--- src/rtl/fsqrt_pkg.sv ---
package fsqrt_pkg;
  typedef enum logic [1:0] {
    RM_NEAR = 2'b00,
    RM_ZERO = 2'b01,
    RM_POS  = 2'b10,
    RM_NEG  = 2'b11
  } rmode_e;

  localparam int unsigned WORD_W = 32;
  localparam int unsigned EXP_W  = 8;
  localparam int unsigned FRAC_W = 23;
  localparam int unsigned SIG_W  = FRAC_W + 2;      // significand after odd-exponent shift
  localparam int unsigned ROOT_W = FRAC_W + 3;      // hidden + fraction + round + extra
  localparam int unsigned RAD_W  = 2 * ROOT_W;
  localparam int unsigned REM_W  = ROOT_W + 3;

  localparam logic [WORD_W-1:0] QNAN    = 32'hFFFF_FFFF;
  localparam logic [WORD_W-1:0] POS_INF = 32'h7F80_0000;
  localparam logic [EXP_W-1:0]  HALF_BIAS_LO = 8'd63;
endpackage

--- src/rtl/fsqrt_classify.sv ---
module fsqrt_classify
  import fsqrt_pkg::*;
(
  input  logic [WORD_W-1:0] op_i,
  output logic              special_o,
  output logic [WORD_W-1:0] spec_res_o,
  output logic              spec_inv_o,
  output logic              ifz_o,
  output logic [EXP_W-1:0]  exp_res_o,
  output logic [RAD_W-1:0]  rad_o
);
  logic              sgn;
  logic [EXP_W-1:0]  ex;
  logic [FRAC_W-1:0] fr;
  logic [SIG_W-1:0]  sig_adj;

  always_comb begin
    sgn        = op_i[WORD_W-1];
    ex         = op_i[WORD_W-2 -: EXP_W];
    fr         = op_i[FRAC_W-1:0];
    special_o  = 1'b1;
    spec_res_o = QNAN;
    spec_inv_o = 1'b0;
    ifz_o      = 1'b0;
    if (ex == '1 && fr != '0) begin
      spec_inv_o = ~fr[FRAC_W-1];            // signaling NaN only
    end else if (ex == '0) begin
      spec_res_o = {sgn, {(WORD_W-1){1'b0}}};
      ifz_o      = (fr != '0);
    end else if (sgn) begin
      spec_inv_o = 1'b1;
    end else if (ex == '1) begin
      spec_res_o = POS_INF;
    end else begin
      special_o  = 1'b0;
    end
    // even biased exponent means odd unbiased: pre-shift significand
    sig_adj   = ex[0] ? {1'b0, 1'b1, fr} : {1'b1, fr, 1'b0};
    exp_res_o = {1'b0, ex[EXP_W-1:1]} + HALF_BIAS_LO + {{(EXP_W-1){1'b0}}, ex[0]};
    rad_o     = {sig_adj, {(RAD_W-SIG_W){1'b0}}};
  end
endmodule

--- src/rtl/fsqrt_recur.sv ---
module fsqrt_recur
  import fsqrt_pkg::*;
#(
  parameter int unsigned ITER = 2
) (
  input  logic              clk_i,
  input  logic              rst_ni,
  input  logic              load_i,
  input  logic              step_i,
  input  logic [RAD_W-1:0]  rad_i,
  output logic [ROOT_W-1:0] q_o,
  output logic              rem_nz_o
);
  logic [REM_W-1:0]  rem_q;
  logic [ROOT_W-1:0] q_q;
  logic [RAD_W-1:0]  rad_q;

  logic [REM_W-1:0]  r_c [ITER+1];
  logic [ROOT_W-1:0] q_c [ITER+1];
  logic [RAD_W-1:0]  d_c [ITER+1];

  assign r_c[0] = rem_q;
  assign q_c[0] = q_q;
  assign d_c[0] = rad_q;

  for (genvar k = 0; k < ITER; k++) begin : g_step
    logic [REM_W-1:0] cur;
    logic [REM_W-1:0] trial;
    logic             ge;
    assign cur      = {r_c[k][REM_W-3:0], d_c[k][RAD_W-1 -: 2]};
    assign trial    = {{(REM_W-ROOT_W-2){1'b0}}, q_c[k], 2'b01};
    assign ge       = (cur >= trial);
    assign r_c[k+1] = ge ? cur - trial : cur;
    assign q_c[k+1] = {q_c[k][ROOT_W-2:0], ge};
    assign d_c[k+1] = {d_c[k][RAD_W-3:0], 2'b00};
  end

  always_ff @(posedge clk_i or negedge rst_ni) begin
    if (!rst_ni) begin
      rem_q <= '0;
      q_q   <= '0;
      rad_q <= '0;
    end else if (load_i) begin
      rem_q <= '0;
      q_q   <= '0;
      rad_q <= rad_i;
    end else if (step_i) begin
      rem_q <= r_c[ITER];
      q_q   <= q_c[ITER];
      rad_q <= d_c[ITER];
    end
  end

  assign q_o      = q_q;
  assign rem_nz_o = (rem_q != '0);
endmodule

--- src/rtl/fsqrt_round.sv ---
module fsqrt_round
  import fsqrt_pkg::*;
(
  input  logic [ROOT_W-1:0] q_i,
  input  logic              rem_nz_i,
  input  logic [EXP_W-1:0]  exp_i,
  input  rmode_e            rm_i,
  output logic [WORD_W-1:0] res_o,
  output logic              inx_o,
  output logic              ofz_o
);
  logic             rnd, stk, lsb, inc;
  logic [FRAC_W+1:0] sum;
  logic [EXP_W-1:0] exp_n;

  always_comb begin
    rnd = q_i[1];
    stk = q_i[0] | rem_nz_i;
    lsb = q_i[2];
    unique case (rm_i)
      RM_NEAR: inc = rnd & (stk | lsb);
      RM_POS:  inc = rnd | stk;          // root is never negative
      default: inc = 1'b0;
    endcase
    sum   = {1'b0, q_i[ROOT_W-1:2]} + {{(FRAC_W+1){1'b0}}, inc};
    exp_n = exp_i + {{(EXP_W-1){1'b0}}, sum[FRAC_W+1]};
    inx_o = rnd | stk;
    ofz_o = (exp_n == '0);
    res_o = ofz_o ? '0 : {1'b0, exp_n, sum[FRAC_W-1:0]};
  end
endmodule

--- src/rtl/fsqrt_unit.sv ---
module fsqrt_unit
  import fsqrt_pkg::*;
#(
  parameter int unsigned ITER_PER_CYC = 2,
  parameter int unsigned LATENCY      = 17,
  parameter int unsigned ISSUE_GAP    = 16
) (
  input  logic              clk_i,
  input  logic              rst_ni,
  input  logic              issue_i,
  input  logic [WORD_W-1:0] op_i,
  input  logic              guard_i,
  input  logic [1:0]        rmode_i,
  output logic              busy_o,
  output logic              valid_o,
  output logic [WORD_W-1:0] result_o,
  output logic              wr_en_o,
  output logic              inv_o,
  output logic              inx_o,
  output logic              ifz_o,
  output logic              ofz_o
);
  localparam int unsigned STEP_CYC = ROOT_W / ITER_PER_CYC;
  localparam int unsigned FIN      = ISSUE_GAP - 1;
  localparam int unsigned OUT_DLY  = LATENCY - FIN;
  localparam int unsigned CW       = $clog2(ISSUE_GAP + 1);
  localparam int unsigned OW       = $clog2(OUT_DLY + 1);

  logic [CW-1:0] ctr_q;
  logic [OW-1:0] out_cnt_q;
  logic          accept, step, fin, emit;

  assign busy_o = (ctr_q != '0);
  assign accept = issue_i & ~busy_o;
  assign step   = (ctr_q >= CW'(1)) && (ctr_q <= CW'(STEP_CYC));
  assign fin    = (ctr_q == CW'(FIN));
  assign emit   = (out_cnt_q == OW'(OUT_DLY));

  // front end
  logic              c_special, c_inv, c_ifz;
  logic [WORD_W-1:0] c_res;
  logic [EXP_W-1:0]  c_exp;
  logic [RAD_W-1:0]  c_rad;

  fsqrt_classify u_cls (
    .op_i      (op_i),
    .special_o (c_special),
    .spec_res_o(c_res),
    .spec_inv_o(c_inv),
    .ifz_o     (c_ifz),
    .exp_res_o (c_exp),
    .rad_o     (c_rad)
  );

  logic              spec_q, sinv_q, sifz_q, guard_q;
  logic [WORD_W-1:0] sres_q;
  logic [EXP_W-1:0]  exp_q;
  rmode_e            rm_q;

  always_ff @(posedge clk_i or negedge rst_ni) begin
    if (!rst_ni) begin
      spec_q  <= 1'b0;
      sinv_q  <= 1'b0;
      sifz_q  <= 1'b0;
      guard_q <= 1'b0;
      sres_q  <= '0;
      exp_q   <= '0;
      rm_q    <= RM_NEAR;
    end else if (accept) begin
      spec_q  <= c_special;
      sinv_q  <= c_inv;
      sifz_q  <= c_ifz;
      guard_q <= guard_i;
      sres_q  <= c_res;
      exp_q   <= c_exp;
      rm_q    <= rmode_e'(rmode_i);
    end
  end

  logic [ROOT_W-1:0] root;
  logic              rem_nz;

  fsqrt_recur #(.ITER(ITER_PER_CYC)) u_rec (
    .clk_i   (clk_i),
    .rst_ni  (rst_ni),
    .load_i  (accept),
    .step_i  (step),
    .rad_i   (c_rad),
    .q_o     (root),
    .rem_nz_o(rem_nz)
  );

  logic [WORD_W-1:0] r_res;
  logic              r_inx, r_ofz;

  fsqrt_round u_rnd (
    .q_i     (root),
    .rem_nz_i(rem_nz),
    .exp_i   (exp_q),
    .rm_i    (rm_q),
    .res_o   (r_res),
    .inx_o   (r_inx),
    .ofz_o   (r_ofz)
  );

  always_ff @(posedge clk_i or negedge rst_ni) begin
    if (!rst_ni) begin
      ctr_q <= '0;
    end else if (accept) begin
      ctr_q <= CW'(1);
    end else if (fin) begin
      ctr_q <= '0;
    end else if (busy_o) begin
      ctr_q <= ctr_q + CW'(1);
    end
  end

  // hold stage frees the recurrence for the next issue
  logic              h_g, h_inv, h_inx, h_ifz, h_ofz;
  logic [WORD_W-1:0] h_res;

  always_ff @(posedge clk_i or negedge rst_ni) begin
    if (!rst_ni) begin
      h_g <= 1'b0; h_inv <= 1'b0; h_inx <= 1'b0; h_ifz <= 1'b0; h_ofz <= 1'b0;
      h_res <= '0;
      out_cnt_q <= '0;
    end else begin
      if (fin) begin
        h_g   <= guard_q;
        h_res <= spec_q ? sres_q : r_res;
        h_inv <= spec_q & sinv_q;
        h_ifz <= spec_q & sifz_q;
        h_inx <= ~spec_q & r_inx;
        h_ofz <= ~spec_q & r_ofz;
      end
      if (fin)                    out_cnt_q <= OW'(1);
      else if (emit)              out_cnt_q <= '0;
      else if (out_cnt_q != '0)   out_cnt_q <= out_cnt_q + OW'(1);
    end
  end

  always_ff @(posedge clk_i or negedge rst_ni) begin
    if (!rst_ni) begin
      valid_o  <= 1'b0;
      result_o <= '0;
      wr_en_o  <= 1'b0;
      inv_o    <= 1'b0;
      inx_o    <= 1'b0;
      ifz_o    <= 1'b0;
      ofz_o    <= 1'b0;
    end else begin
      valid_o <= emit;
      wr_en_o <= emit & h_g;
      inv_o   <= emit & h_g & h_inv;
      inx_o   <= emit & h_g & h_inx;
      ifz_o   <= emit & h_g & h_ifz;
      ofz_o   <= emit & h_g & h_ofz;
      if (emit) result_o <= h_res;
    end
  end
endmodule

--- config.mk ---
export PLATFORM = sky130hd
export DESIGN_NAME = fsqrt_unit
export DESIGN_NICKNAME = d
export VERILOG_FILES = /design/src/rtl/fsqrt_pkg.sv /design/src/rtl/fsqrt_classify.sv /design/src/rtl/fsqrt_recur.sv /design/src/rtl/fsqrt_round.sv /design/src/rtl/fsqrt_unit.sv
export SDC_FILE = /design/constraint.sdc
export NUM_CORES = 1
export LEC_CHECK = 0
export BUFFER_PORTS_ARGS = -buffer_cell sky130_fd_sc_hd__buf_2
export CAP_MARGIN = 30
export CORE_MARGIN = 2
export CORE_UTILIZATION = 60
export DETAILED_ROUTE_END_ITERATION = 16
export PLACE_DENSITY = 0.88
export SETUP_SLACK_MARGIN = 0.5
export SYNTH_ARGS = -nofsm -noshare
export SYNTH_HDL_FRONTEND = slang
export SYNTH_HIERARCHICAL = 1
export SYNTH_SLANG_ARGS = --single-unit
--- constraint.sdc ---
create_clock -name clk_i -period 7.6 [get_ports clk_i]
set_clock_uncertainty 0.15 [all_clocks]
set_input_delay 1.52 -clock clk_i [delete_from_list [all_inputs] [get_ports clk_i]]
set_output_delay 1.52 -clock clk_i [all_outputs]
set_load 0.05 [all_outputs]
==> metrics.txt <==
register area 0.00588 mm2; status complete, no violations; HP Class flop to flop; routability cong. 0.930; CORE AREA 0.0253 mm2; root buffer cell clkbuf_16; H-tree lvl count 1; Async SR Flop Fraction 1.00; final-report hold violation count 0; Hold Crit Start out_cnt_q[1]$_DFFE_PN0P_; Top FF cell, synth dfrtp_1; synthesized instance count 1622; hpwl dp 26.2 mm; cell taking the most area after synthesis dfrtp_1; Seq/Total Area, Yosys 0.379; Max Freq 158 MHz; CTS Buf Count 23; via-per-instance ratio 6.19; CP Max Fanout 31; CTS tree done; share of Yosys cell area claimed by the top area cell type 0.379; Worst Setup End Kind flop; post-CTS setup buffers 0; relative slew slack 0.308; RR Startpoint u_rec/q_o[5]$_DFFE_PN0P_; Syn Area/Cell 9.58 um2; Yosys Warn Count 6; total number of vias 12144; Area Growth Syn to Fin 6.19%; CTS Sinks 235; register bit total from synthesis 235; die area 0.0272 mm2; # rows 58; Final #Nets 1723; Post-synth EDFFs 0; Clock transition at path regs 0.06 ns; period utilization 0.831; clk buf depth 3; Total Routing Usage GR 0.272; Hold Buf Count CTS 0; share of cells above drive strength 1 0.174; wire length per cell 19.0 um; max-cap violations 0; Worst Setup Path Type flop to flop; Die H 165 um; io pins 77; port bufs 76; worst-margin pin slew 1.03 ns; area of the multi-input gates 0.00867 mm2; DRT iter0 DRCs 1010; total gr overflow 0; initial antenna violation count 1; crit path from u_rec/q_o[5]$_DFFE_PN0P_; cell area after synthesis 0.0155 mm2; RSZ-0062 raised after global routing false; Initial Util 0.613; ant diodes 0; Final setup viols 0; largest net degree at the start of global routing 189; Pre-antenna DRT Iters 5; WL final 37.3 mm; Clk Latency, worst-skew pair 0.53 ns; first-pass GRT wire length 60.0 mm; synth top area cells dfrtp_1 (38%), mux2i_1 (7.9%), mux2_2 (5.4%), ha_1 (5.4%), o21ai_0 (4.2%); post-CTS resize count 0; fill count 1871; minimum clock period 6.31 ns; Antenna Nets Post-Route 0; Yosys cell types 85; Remaining DRCs 0; die width 165 um; setup tns final 0 ns; vias in the first global route 11785; Setup crit start kind flop; critical path arrival 6.56 ns; worst path required time 7.85 ns; count of pins over their slew limit 0
[cells by family after synthesis]
family	count (synthesis)	share of synthesized area
DFF	235	0.379
xor gates and xnor gates	69	0.0389
AOI/OAI and AO/OA	377	0.158
other	2	0.000483
buffers and inverters	210	0.0713
adders and majority gates	67	0.0540
muxes	228	0.162
and+or+nand+nor	434	0.136
[per-stage QoR]
step | worst slack [ns] | utilization | hold WS [ns] | area [um2] | std cells
2_1_floorplan | 2.25 | - | 0.250 | 15600 | 1648
3_3_place_gp | 1.58 | 0.620 | 0.271 | 15700 | 1921
3_5_place_dp | 1.39 | 0.620 | 0.296 | 15700 | 1921
4_1_cts | 1.34 | 0.649 | 0.317 | 16400 | 1961
5_1_grt | 0.873 | 0.651 | 0.339 | 16500 | 1963
6_report | 1.29 | 0.651 | 0.308 | 16500 | 1963
[worst max-delay path: stages, from the launching register on]
cell      delay (ns)
dfrtp_1         0.50
inv_1           0.15
ha_1            0.39
nand2_1         0.11
nor3_1          0.41
a32oi_1         0.25
a21oi_2         0.28
or2_1           0.17
buf_4           0.34
nand2_1         0.11
nand2_1         0.10
ha_1            0.30
a21o_1          0.22
a21o_1          0.18
a21o_1          0.20
a221oi_2        0.35
o221ai_1        0.17
a31oi_1         0.19
nand3_1         0.15
a211oi_4        0.68
buf_4           0.36
nor3_1          0.10
a311o_1         0.32
[state kept, by name, indices dropped and copies added (netlist names), 2 cells and up]
name         cells
out_cnt_q        2
u_rec/q_o       26
h_res           32
u_rec/rem_q     29
ctr_q            5
result_o        32
sres_q          32
rm_q             2
u_rec/rad_q     52
exp_q            8
[layout make-up]
type | count | share of cell area
multi-input combinational | 1203 | 0.525
clock inverter | 7 | 0.00478
sequential | 235 | 0.357
inverter | 64 | 0.0147
timing repair buffer | 91 | 0.0332
tap | 330 | 0.0250
clock buffer | 33 | 0.0402
[synth_stat cells (all sizes together), types with 14 or more instances]
library cell,n
a211oi,31
a21o,33
a21oi,88
buf,95
clkbuf,51
dfrtp,235
ha,67
inv,64
mux2,105
mux2i,123
nand2,151
nand2b,14
nand3,26
nand4,15
nor2,113
nor3,21
nor4,17
o21ai,131
xnor2,39
xor2,30
[routing by layer]
metal  vias up  routed length, um  GRT usage  share of wire
li1       5687                  -          -              -
met1      5933              15800      0.354           0.42
met2       420              18100      0.465           0.48
met3       102               2060     0.0357          0.055
met4         2               1340      0.101          0.036
met5         -                 13          0        0.00035
[path summary, 6_finish.rpt]
check,slack (ns),depth (start not counted),endpoint
worst min register to register,0.31,1,out_cnt_q[1]$_DFFE_PN0P_
min in group asynchronous,0.74,1,result_o[7]$_DFFE_PN0P_
worst max register to register,1.29,22,u_rec/rem_q[23]$_DFFE_PN0P_
max in group asynchronous,5.21,2,spec_q$_DFFE_PN0N_
worst max-delay path,1.29,22,u_rec/rem_q[23]$_DFFE_PN0P_
worst min-delay path,0.31,1,out_cnt_q[1]$_DFFE_PN0P_
[layout by cell type, fill, tap and decap left out, types with 14 or more instances in the layout]
cell,instances
buf_2,75
o21ai_0,129
ha_1,67
conb_1,28
a21o_1,33
a21oi_1,78
inv_1,62
nand2_1,150
mux2_4,29
mux2_2,75
xnor2_1,39
dfrtp_1,234
nand2b_1,14
nor4_1,15
xor2_1,30
a211oi_1,21
mux2i_1,123
nor3_1,20
clkbuf_16,23
nand4_1,14
nor2_1,112
nand3_1,25
Power is not shown: default switching activity piles up to over one toggle a cycle in this logic, so the estimate is an artifact.
